**src/rtl/msi_irq_pkg.sv**
```systemverilog
package msi_irq_pkg;

    localparam int DATA_W      = 32;
    localparam int NUM_GROUPS  = 8;
    localparam int GRP_BITS    = 4;
    localparam int NUM_GPR     = 4;

    // Region field taken from the upper address bits.
    typedef enum logic [2:0] {
        RGN_CTRL = 3'd0,
        RGN_RAW  = 3'd1,
        RGN_MSK  = 3'd2,
        RGN_ENS  = 3'd3,
        RGN_ENC  = 3'd4
    } region_e;

    typedef enum logic [0:0] {
        EV_IDLE   = 1'b0,
        EV_ACTIVE = 1'b1
    } ev_state_e;

endpackage

```
**src/rtl/msi_reg_decode.sv**
```systemverilog
module msi_reg_decode
    import msi_irq_pkg::*;
#(
    parameter int NGRP   = 8,
    parameter int NGPR   = 4,
    parameter int IDX_W  = 3,
    parameter int ADDR_W = 6
) (
    input  logic              clk,
    input  logic              rst_n,
    input  logic [ADDR_W-1:0] bus_addr,
    input  logic              bus_we,
    output logic              trig_wr,
    output logic [NGPR-1:0]   gpr_wr,
    output logic [NGRP-1:0]   msk_wr,
    output logic [NGRP-1:0]   ens_wr,
    output logic [NGRP-1:0]   enc_wr
);

    localparam int RGN_W = ADDR_W - IDX_W;

    logic [RGN_W-1:0] rgn;
    logic [IDX_W-1:0] idx;

    assign rgn = bus_addr[ADDR_W-1:IDX_W];
    assign idx = bus_addr[IDX_W-1:0];

    always_comb begin
        trig_wr = 1'b0;
        gpr_wr  = '0;
        msk_wr  = '0;
        ens_wr  = '0;
        enc_wr  = '0;
        if (bus_we) begin
            case (rgn)
                RGN_W'(RGN_CTRL): begin
                    if (idx == '0) begin
                        trig_wr = 1'b1;
                    end
                    for (int k = 0; k < NGPR; k++) begin
                        if (int'(idx) == NGPR + k) gpr_wr[k] = 1'b1;
                    end
                end
                RGN_W'(RGN_MSK): begin
                    for (int g = 0; g < NGRP; g++) begin
                        if (int'(idx) == g) msk_wr[g] = 1'b1;
                    end
                end
                RGN_W'(RGN_ENS): begin
                    for (int g = 0; g < NGRP; g++) begin
                        if (int'(idx) == g) ens_wr[g] = 1'b1;
                    end
                end
                RGN_W'(RGN_ENC): begin
                    for (int g = 0; g < NGRP; g++) begin
                        if (int'(idx) == g) enc_wr[g] = 1'b1;
                    end
                end
                default: ;
            endcase
        end
    end

    // a single bus write never drives more than one register strobe
    strobe_onehot_chk: assert property (@(posedge clk) disable iff (!rst_n)
        $onehot0({trig_wr, gpr_wr, msk_wr, ens_wr, enc_wr}));

endmodule

```
**src/rtl/msi_group.sv**
```systemverilog
module msi_group #(
    parameter int NBITS = 4
) (
    input  logic             clk,
    input  logic             rst_n,
    input  logic [NBITS-1:0] set_bits,
    input  logic             msk_wr,
    input  logic             ens_wr,
    input  logic             enc_wr,
    input  logic [NBITS-1:0] wbits,
    output logic [NBITS-1:0] raw_q,
    output logic [NBITS-1:0] en_q
);

    logic [NBITS-1:0] clr_bits;

    assign clr_bits = msk_wr ? wbits : '0;

    // A new vector overrides a clear of the same bit in the same cycle.
    always_ff @(posedge clk) begin
        if (!rst_n) begin
            raw_q <= '0;
        end else begin
            raw_q <= (raw_q & ~clr_bits) | set_bits;
        end
    end

    always_ff @(posedge clk) begin
        if (!rst_n) begin
            en_q <= '0;
        end else if (ens_wr) begin
            en_q <= en_q | wbits;
        end else if (enc_wr) begin
            en_q <= en_q & ~wbits;
        end
    end


    set_lands_chk: assert property (@(posedge clk) disable iff (!rst_n)
        (|set_bits) |=> ((raw_q & $past(set_bits)) == $past(set_bits)));


    w1c_clears_chk: assert property (@(posedge clk) disable iff (!rst_n)
        (|(clr_bits & ~set_bits)) |=> ((raw_q & $past(clr_bits & ~set_bits)) == '0));


    en_clear_chk: assert property (@(posedge clk) disable iff (!rst_n)
        enc_wr |=> ((en_q & $past(wbits)) == '0));


    en_set_chk: assert property (@(posedge clk) disable iff (!rst_n)
        ens_wr |=> ((en_q & $past(wbits)) == $past(wbits)));

endmodule

```
**src/rtl/msi_event_fsm.sv**
```systemverilog
module msi_event_fsm
    import msi_irq_pkg::*;
(
    input  logic clk,
    input  logic rst_n,
    input  logic pend_any,
    output logic irq_event
);

    ev_state_e state_q;
    ev_state_e state_d;

    always_ff @(posedge clk) begin
        if (!rst_n) begin
            state_q <= EV_IDLE;
        end else begin
            state_q <= state_d;
        end
    end

    always_comb begin
        state_d = state_q;
        unique case (state_q)
            EV_IDLE:   if (pend_any)  state_d = EV_ACTIVE;
            EV_ACTIVE: if (!pend_any) state_d = EV_IDLE;
            default:   state_d = EV_IDLE;
        endcase
    end

    always_comb begin
        irq_event = (state_q == EV_ACTIVE);
    end


    irq_rise_chk: assert property (@(posedge clk) disable iff (!rst_n)
        pend_any |=> irq_event);


    irq_fall_chk: assert property (@(posedge clk) disable iff (!rst_n)
        !pend_any |=> !irq_event);

endmodule

```
**src/rtl/msi_irq_collector.sv**
```systemverilog
module msi_irq_collector
    import msi_irq_pkg::*;
#(
    parameter int DW    = DATA_W,
    parameter int NGRP  = NUM_GROUPS,
    parameter int NBITS = GRP_BITS,
    parameter int NGPR  = NUM_GPR,
    localparam int GSEL_W = $clog2(NGRP),
    localparam int BSEL_W = (NBITS > 1) ? $clog2(NBITS) : 1,
    localparam int GPR_IW = $clog2(2 * NGPR),
    localparam int IDX_W  = (GSEL_W > GPR_IW) ? GSEL_W : GPR_IW,
    localparam int ADDR_W = IDX_W + 3
) (
    input  logic              clk,
    input  logic              rst_n,
    input  logic              msi_wr_en,
    input  logic [DW-1:0]     msi_wr_data,
    input  logic [ADDR_W-1:0] bus_addr,
    input  logic [DW-1:0]     bus_wdata,
    input  logic              bus_we,
    output logic [DW-1:0]     bus_rdata,
    output logic              irq_event
);

    localparam int VEC_W = GSEL_W + BSEL_W;

    logic              trig_wr;
    logic [NGPR-1:0]   gpr_wr;
    logic [NGRP-1:0]   msk_wr;
    logic [NGRP-1:0]   ens_wr;
    logic [NGRP-1:0]   enc_wr;
    logic [NBITS-1:0]  set_bits [NGRP];
    logic [NBITS-1:0]  raw_q    [NGRP];
    logic [NBITS-1:0]  en_q     [NGRP];
    logic [NGRP-1:0]   grp_pend;
    logic [DW-1:0]     gpr_q    [NGPR];
    logic [VEC_W-1:0]  rmt_vec;
    logic [VEC_W-1:0]  loc_vec;
    logic [2:0]        rgn;
    logic [IDX_W-1:0]  idx;

    assign rmt_vec = msi_wr_data[VEC_W-1:0];
    assign loc_vec = bus_wdata[VEC_W-1:0];
    assign rgn     = bus_addr[ADDR_W-1:IDX_W];
    assign idx     = bus_addr[IDX_W-1:0];

    msi_reg_decode #(
        .NGRP   (NGRP),
        .NGPR   (NGPR),
        .IDX_W  (IDX_W),
        .ADDR_W (ADDR_W)
    ) u_dec (
        .clk      (clk),
        .rst_n    (rst_n),
        .bus_addr (bus_addr),
        .bus_we   (bus_we),
        .trig_wr  (trig_wr),
        .gpr_wr   (gpr_wr),
        .msk_wr   (msk_wr),
        .ens_wr   (ens_wr),
        .enc_wr   (enc_wr)
    );

    for (genvar g = 0; g < NGRP; g++) begin : g_grp
        for (genvar b = 0; b < NBITS; b++) begin : g_bit
            assign set_bits[g][b] =
                (msi_wr_en && rmt_vec == VEC_W'(b * NGRP + g)) ||
                (trig_wr   && loc_vec == VEC_W'(b * NGRP + g));
        end

        msi_group #(
            .NBITS (NBITS)
        ) u_grp (
            .clk      (clk),
            .rst_n    (rst_n),
            .set_bits (set_bits[g]),
            .msk_wr   (msk_wr[g]),
            .ens_wr   (ens_wr[g]),
            .enc_wr   (enc_wr[g]),
            .wbits    (bus_wdata[NBITS-1:0]),
            .raw_q    (raw_q[g]),
            .en_q     (en_q[g])
        );

        assign grp_pend[g] = |(raw_q[g] & en_q[g]);
    end

    for (genvar k = 0; k < NGPR; k++) begin : g_gpr
        always_ff @(posedge clk) begin
            if (!rst_n) begin
                gpr_q[k] <= '0;
            end else if (gpr_wr[k]) begin
                gpr_q[k] <= bus_wdata;
            end
        end
    end

    msi_event_fsm u_ev (
        .clk       (clk),
        .rst_n     (rst_n),
        .pend_any  (|grp_pend),
        .irq_event (irq_event)
    );

    always_comb begin
        bus_rdata = '0;
        case (rgn)
            RGN_CTRL: begin
                for (int k = 0; k < NGPR; k++) begin
                    if (int'(idx) == NGPR + k) bus_rdata = gpr_q[k];
                end
            end
            RGN_RAW: begin
                for (int g = 0; g < NGRP; g++) begin
                    if (int'(idx) == g) bus_rdata = DW'(raw_q[g]);
                end
            end
            RGN_MSK: begin
                for (int g = 0; g < NGRP; g++) begin
                    if (int'(idx) == g) bus_rdata = DW'(raw_q[g] & en_q[g]);
                end
            end
            RGN_ENS, RGN_ENC: begin
                for (int g = 0; g < NGRP; g++) begin
                    if (int'(idx) == g) bus_rdata = DW'(en_q[g]);
                end
            end
            default: ;
        endcase
    end


    set_beats_clear_chk: assert property (@(posedge clk) disable iff (!rst_n)
        (msi_wr_en && msk_wr[rmt_vec[GSEL_W-1:0]] &&
         bus_wdata[rmt_vec[VEC_W-1:GSEL_W]])
        |=> raw_q[$past(rmt_vec[GSEL_W-1:0])][$past(rmt_vec[VEC_W-1:GSEL_W])]);


    gpr_isolated_chk: assert property (@(posedge clk) disable iff (!rst_n)
        ((|gpr_wr) && !msi_wr_en) |=> $stable(grp_pend));

endmodule

```
**config.mk**
```make
export PLATFORM = sky130hd
export DESIGN_NAME = msi_irq_collector
export DESIGN_NICKNAME = d
export VERILOG_FILES = /design/src/rtl/msi_irq_pkg.sv /design/src/rtl/msi_reg_decode.sv /design/src/rtl/msi_group.sv /design/src/rtl/msi_event_fsm.sv /design/src/rtl/msi_irq_collector.sv
export SDC_FILE = /design/constraint.sdc
export NUM_CORES = 1
export LEC_CHECK = 0
export BUFFER_PORTS_ARGS = -buffer_cell sky130_fd_sc_hd__buf_2
export CAP_MARGIN = 20
export CORE_UTILIZATION = 30
export CTS_CLUSTER_SIZE = 30
export DETAILED_ROUTE_END_ITERATION = 8
export PLACE_DENSITY = 0.48
export SYNTH_ARGS = -nofsm -noshare
export SYNTH_HDL_FRONTEND = slang
export SYNTH_SLANG_ARGS = --single-unit
```
**constraint.sdc**
```tcl
create_clock -name clk -period 4.81 [get_ports clk]
set_input_delay 0 -clock clk [delete_from_list [all_inputs] [get_ports clk]]
set_output_delay 0 -clock clk [all_outputs]
set_load 0.1 [all_outputs]
```
Word level (Yosys, flattened, before mapping)
Memories as Yosys holds them, arrays and structs flattened.
Index checks and enable logic that the tools add are counted.
{"block": "totals", "wordCells": 353, "memories": 1, "mem_bits_rw": 128, "output_inout_bits": 33, "regBits": 65}
{"block": "op_classes", "n_mux": 90, "n_bitwise": 61, "n_eq_ne": 73, "n_reduce_logical": 111}
{"memory": "gpr_q", "words": 4, "width": 32, "read_ports": 4, "rd_ports_with_merged_regs": 0, "wr": 4, "line": "msi_irq_collector.sv:36", "text": "logic [DW-1:0] gpr_q [NGPR];"}
{"op": "$mux W32", "count": 29}
{"op": "$eq A5 B5 Y1 const B", "count": 32}
{"op": "$and A4 B4 Y4", "count": 32}
{"op": "$pmux W32 S4", "count": 1}
{"op": "$mux W4", "count": 29}
{"op": "$eq A5 B4 Y1 const B", "count": 16}
{"op": "$logic_and A1 B1 Y1", "count": 64}
{"op": "$or A4 B4 Y4", "count": 16}
{"op": "$mux W8", "count": 6}
{"op": "$eq A5 B3 Y1 const B", "count": 8}
{"op": "$not A4 Y4", "count": 9}
{"op": "$logic_or A1 B1 Y1", "count": 32}
{"op": "$reduce_or A32 Y1", "count": 1}
{"op": "$mux W1", "count": 25}
{"op": "$eq A5 B2 Y1 const B", "count": 4}
{"op": "$reduce_bool A2 Y1", "count": 8}
{"op": "$eq A3 B3 Y1 const B", "count": 5}
{"op": "$eq A3 B2 Y1 const B", "count": 4}
{"op": "$eq A5 B1 Y1 const B", "count": 2}
{"op": "$logic_not A5 Y1", "count": 2}
{"op": "$logic_not A3 Y1", "count": 3}
{"op": "$eq A3 B1 Y1 const B", "count": 2}
{"op": "$or A1 B1 Y1", "count": 4}
{"op": "$reduce_or A2 Y1", "count": 1}

Longest topological paths before layout
{"block": "depth", "word_depth": 10, "depth_mapped": 8, "depth_no_buf": 5}

Cells and area by module
From an unflattened synthesis, not the netlist that was laid out.
{"block": "hier_totals", "cells_unflattened": 948, "area_unflattened_um2": 10151.0}
{"module": "msi_irq_collector", "cells_per_inst": 639, "area_per_inst_um2": 7430.9, "n_inst": 1}
{"module": "msi_group", "cells_per_inst": 33, "area_per_inst_um2": 309.0, "n_inst": 8}
{"module": "msi_reg_decode", "cells_per_inst": 43, "area_per_inst_um2": 221.5, "n_inst": 1}
{"module": "msi_event_fsm", "cells_per_inst": 2, "area_per_inst_um2": 26.3, "n_inst": 1}

Worst setup path before layout
No wires, ideal clock.
{"block": "synth_path", "kind": "input to output", "start": "in bus_addr[0]", "end": "out bus_rdata[30]", "arrival_ps": 5405, "stages": 6, "slack_ps": -595, "path_buffers": 4, "cell_sequence": "buf_4 -> buf_4 -> buf_4 -> buf_6 -> o22ai_1 -> a2111oi_0"}
{"block": "synth_via", "elab_chain_len": 8}
{"element": "from (decl)", "line": "msi_irq_collector.sv:18", "text": "input logic [ADDR_W-1:0] bus_addr,"}
{"element": "$eq A3 B3 Y1", "line": "msi_irq_collector.sv:115, msi_irq_collector.sv:120, msi_irq_collector.sv:125"}
{"element": "$mux W32, on equally long branches (6 in a row)", "line": "msi_irq_collector.sv:125, msi_irq_collector.sv:115, msi_irq_collector.sv:120"}
{"element": "$pmux W32 S4 (*)", "line": "msi_irq_collector.sv:107", "text": "case (rgn)"}
{"element": "to (decl)", "line": "msi_irq_collector.sv:21", "text": "output logic [DW-1:0] bus_rdata,"}
Mark *: on every way between the ends. The rest lies on a longest branch, timed or not.

Worst setup path after layout
{"block": "layout_path", "start": "in bus_addr[0]", "end": "out bus_rdata[2]"}
{"block": "layout_via", "elab_chain_len": 10}
{"element": "$logic_not A3 Y1", "line": "msi_irq_collector.sv:115, msi_irq_collector.sv:120, msi_irq_collector.sv:125"}
{"element": "$mux W4, on equally long branches", "line": "msi_irq_collector.sv:125, msi_irq_collector.sv:115, msi_irq_collector.sv:120"}
{"element": "$mux W32, on equally long branches (7 in a row)", "line": "msi_irq_collector.sv:125, msi_irq_collector.sv:115, msi_irq_collector.sv:120"}
{"element": "$pmux W32 S4 (*)", "line": "msi_irq_collector.sv:107"}
Marks and branches as above.

==> key figures <==
Synth
  • Compound-Gate Fraction of Synth Area: 0.147
  • Post-synthesis net count: 976
  • Synth Area in Adders: 0
  • Avg Cell Area, Syn: ~11 um^2
  • Asr flop ratio synth: 0
  • Main combinational cell family by area after synthesis: simple AND/OR/NAND/NOR gates
  • Post-synthesis mux area share: 0.0971
  • Mapped Cells: 902
  • Post-Synth Simple-Gate Area: 0.204
  • Synth Warn #: 0
  • Post-synth EDFFs: 128
  • Mapped Area: 9810 um^2
  • Register area share after synthesis: 0.524
  • Main synth FF type: edfxtp_1
  • Xor-xnor portion of the synthesized cell area: 0
  • Seq cells post-synth: ~190
  • Unique masters post-synth: between 50 and 60

CTS
  • Longest Clk Path Bufs: 2
  • Worst-path clk slew: approximately 70 ps
  • H-tree Lvls: 4
  • CTS tree: yes
  • CTS resizes: 0
  • Clock root buffer: clkbuf_16
  • CTS buffer count: 17
  • Setup Fix Bufs, Post-CTS: 0
  • Clk Latency, worst-skew pair: between 400 and 500 ps
  • Clock sink count: approximately 190

Die
  • Core box area: about 32000 um^2
  • Initial Util: 0.308
  • Standard-cell rows: 65
  • Io pins: between 100 and 150
  • Chip width: between 150 and 200 um
  • Die area: 33400 um^2
  • Die span in y: ~180 um

Detailed routing
  • Vias: between 7000 and 8000
  • Vias/cell: around 5.2
  • DRC: 0
  • DR iter-0 viols: 627
  • Pre-Repair DR Iteration Count: 7
  • Antenna-violating nets left: 0
  • Drt wl/cell: between 20 and 25 um
  • Final Routed Wirelength: 30900 um

Global routing
  • Gr busiest metal: met2
  • Met1 Use GR: 0.266
  • Global-route wire length before repair: roughly 47000 um
  • Global Route met2 Usage: 0.302
  • Largest net degree at the start of global routing: 70
  • Initial antenna violation count: 0
  • M3 GR Usage: 0.0294
  • Remaining Overflow, GRT: 0
  • GRT Total Usage: 0.191
  • Vias in the first global route: between 7000 and 8000

STA
  • Max Fclk: roughly 330 MHz
  • Slew Limit Fails: 0
  • Final Hold Vio Count: 0
  • Smallest hold slack: roughly 130 ps
  • Setup total negative slack: 0 ps
  • Worst Tran Pin Value: around 920 ps
  • Clk_skew: about 6.3 ps
  • Unrepaired setup endpoints after global routing: no
  • Post-route clock period utilization: 0.622
  • # setup viols final: 0
  • Slew headroom: 0.384
  • Min Tclk post-route: 2990 ps

Placed design
  • Port bufs: between 70 and 80
  • Placed Cells incl. Taps: 1382
  • Detail Placement HPWL: 20000 um
  • Routability Congestion: between 0.9 and 1

Final layout
  • Final net count: between 1000 and 1500
  • Layout cell share with drive strength beyond 1: 0.186
  • Area growth, synth to finish: 18.3%
  • Final Util: 0.364
  • Cell Count, Final, Fillers Out: 1446
  • N_diodes: 0

Pwr
  • Power per cell area: between 300 and 400 nW/um^2
  • LEAKAGE: between 3 and 4 nW
  • Final Total Pwr: ~3.7 mW
  • Maximum vdd drop: about 0.21 mV

Worst setup path
  • Crit Path Class: input pin to output port
  • Max incr delay on CP: between 600 and 700 ps
  • Req. time, crit path: 4810 ps
  • CP max FO: 47
  • Worst path cell trace: buf_4 > buf_4 > a211oi_1 > a2111oi_0 > a211oi_1 > or4_1 > nand4_1 > buf_2
  • Highest-delay cell along the critical path: buf_4
  • CP endpoint kind: output port
  • CP Launch Type: input pin
  • Critical Path AT: 2990 ps

Outcome
  • Status: complete, no violations

Flow run
  • Max Cap Viol: 0

Min path
  • Hold Crit Class: input pin to register
==> cell type report <==
| cell class | instances | area (um^2) |
|---|---|---|
| Clock inverter | 14 | 156 |
| Clock buffer | 18 | 429 |
| Tap cell | 435 | 544 |
| Inverter | 9 | 33.8 |
| Timing Repair Buffer | 129 | 853 |
| Multi-Input combinational cell | 648 | 4450 |
| Sequential cell | 193 | 5140 |
| Fill cell | 3274 | 20300 |
==> Yosys cell counts, types with 3 or more instances <==
| master | instances | area, um^2 |
|---|---|---|
| edfxtp_1 | 128 | 3840 |
| mux2_2 | 10 | 113 |
| inv_1 | 7 | 26.3 |
| and3_1 | 4 | 25.0 |
| nor2_2 | 4 | 25.0 |
| o2111ai_1 | 3 | 26.3 |
| mux2i_1 | 3 | 30.0 |
| dfxtp_1 | 65 | 1300 |
| nand4_1 | 10 | 62.6 |
| a221oi_1 | 6 | 52.6 |
| a211oi_1 | 3 | 22.5 |
| a22oi_1 | 3 | 22.5 |
| nand3_1 | 26 | 130 |
| clkbuf_1 | 31 | 116 |
| nand3b_1 | 4 | 30.0 |
| o22ai_1 | 11 | 68.8 |
| nor2_1 | 41 | 154 |
| o21ai_0 | 101 | 505 |
| buf_2 | 13 | 65.1 |
| o21a_1 | 25 | 188 |
| nand2_1 | 86 | 323 |
| buf_4 | 6 | 45.0 |
| a21boi_1 | 4 | 30.0 |
| a21oi_1 | 11 | 55.1 |
| mux4_2 | 36 | 811 |
| nor3_1 | 19 | 95.1 |
| nand2b_1 | 9 | 56.3 |
| nor2b_1 | 8 | 50.1 |
| a21boi_0 | 29 | 218 |
| o221ai_1 | 11 | 96.3 |
| o211ai_1 | 8 | 60.1 |
| and2_1 | 147 | 920 |
==> per-layer routing <==
metal | vias to the layer above | wire [um]
met5 | - | 0
met4 | 0 | 666
met3 | 44 | 1680
met2 | 236 | 14700
met1 | 3739 | 13900
li1 | 3520 | -
==> repair_timing <==
action,CTS,global route
hold buffers,32,0
hold endpoints to repair,115,0
setup endpoints to repair,0,0
==> power by group <==
group | internal [mW] | switching [mW] | leakage [nW]
Combinational | 0.123 | 0.243 | 1.97
Clock | 0.743 | 0.711 | 0.287
Sequential | 1.82 | 0.0201 | 1.74
Total | 2.69 | 0.974 | 3.99
==> cells in the final DEF, fill, tap and decap left out, drive strengths merged, types with 4 or more instances in the layout <==
cell	instances
edfxtp	128
nor3	21
mux2	10
o221ai	11
mux4	36
buf	97
o21ai	102
a221oi	6
nor2b	8
dfxtp	65
nand3b	4
nor2	45
and3	4
a21oi	11
clkinv	4
o22ai	11
and2	147
dlygate4sd3	32
nand2	87
nand2b	9
o211ai	8
o21a	25
nand3	26
nand4	10
a21boi	33
inv	17
clkbuf	18
==> cells by family (layout without fill, tap and decap cells) <==
group	after synthesis	after routing
AOI/OAI and AO/OA	227	227
buffers and inverters	61	170
DFF	193	193
muxes	49	49
and+or+nand+nor	372	372
==> worst max-delay path, delay by kind of cell <==
kind	cells	cell delay (ps)
buffers and inverters	3	1610
AO/OA/AOI/OAI	3	740
AND/OR/NAND/NOR	2	560
==> final timing paths <==
path,start,cells after the start,to,slack (ps)
max reg2reg,g_grp[1].u_grp.raw_q[0]$_SDFF_PN0_,4,u_ev.irq_event$_SDFF_PN0_,3200
max,bus_addr[0],8,bus_rdata[2],1820
min reg2reg,register,2,register,510
min,bus_we,5,register,130
==> per-stage QoR <==
step / area, um^2 / worst slack [ps]
4_1_cts: 11600 / 1820
3_3_place_gp: 10700 / 1860
5_1_grt: 11600 / 1630
6_report: 11600 / 1820
3_5_place_dp: 10700 / 1820
2_1_floorplan: 9820 / 754
No activity file was read; power rests on OpenSTA's default activity.
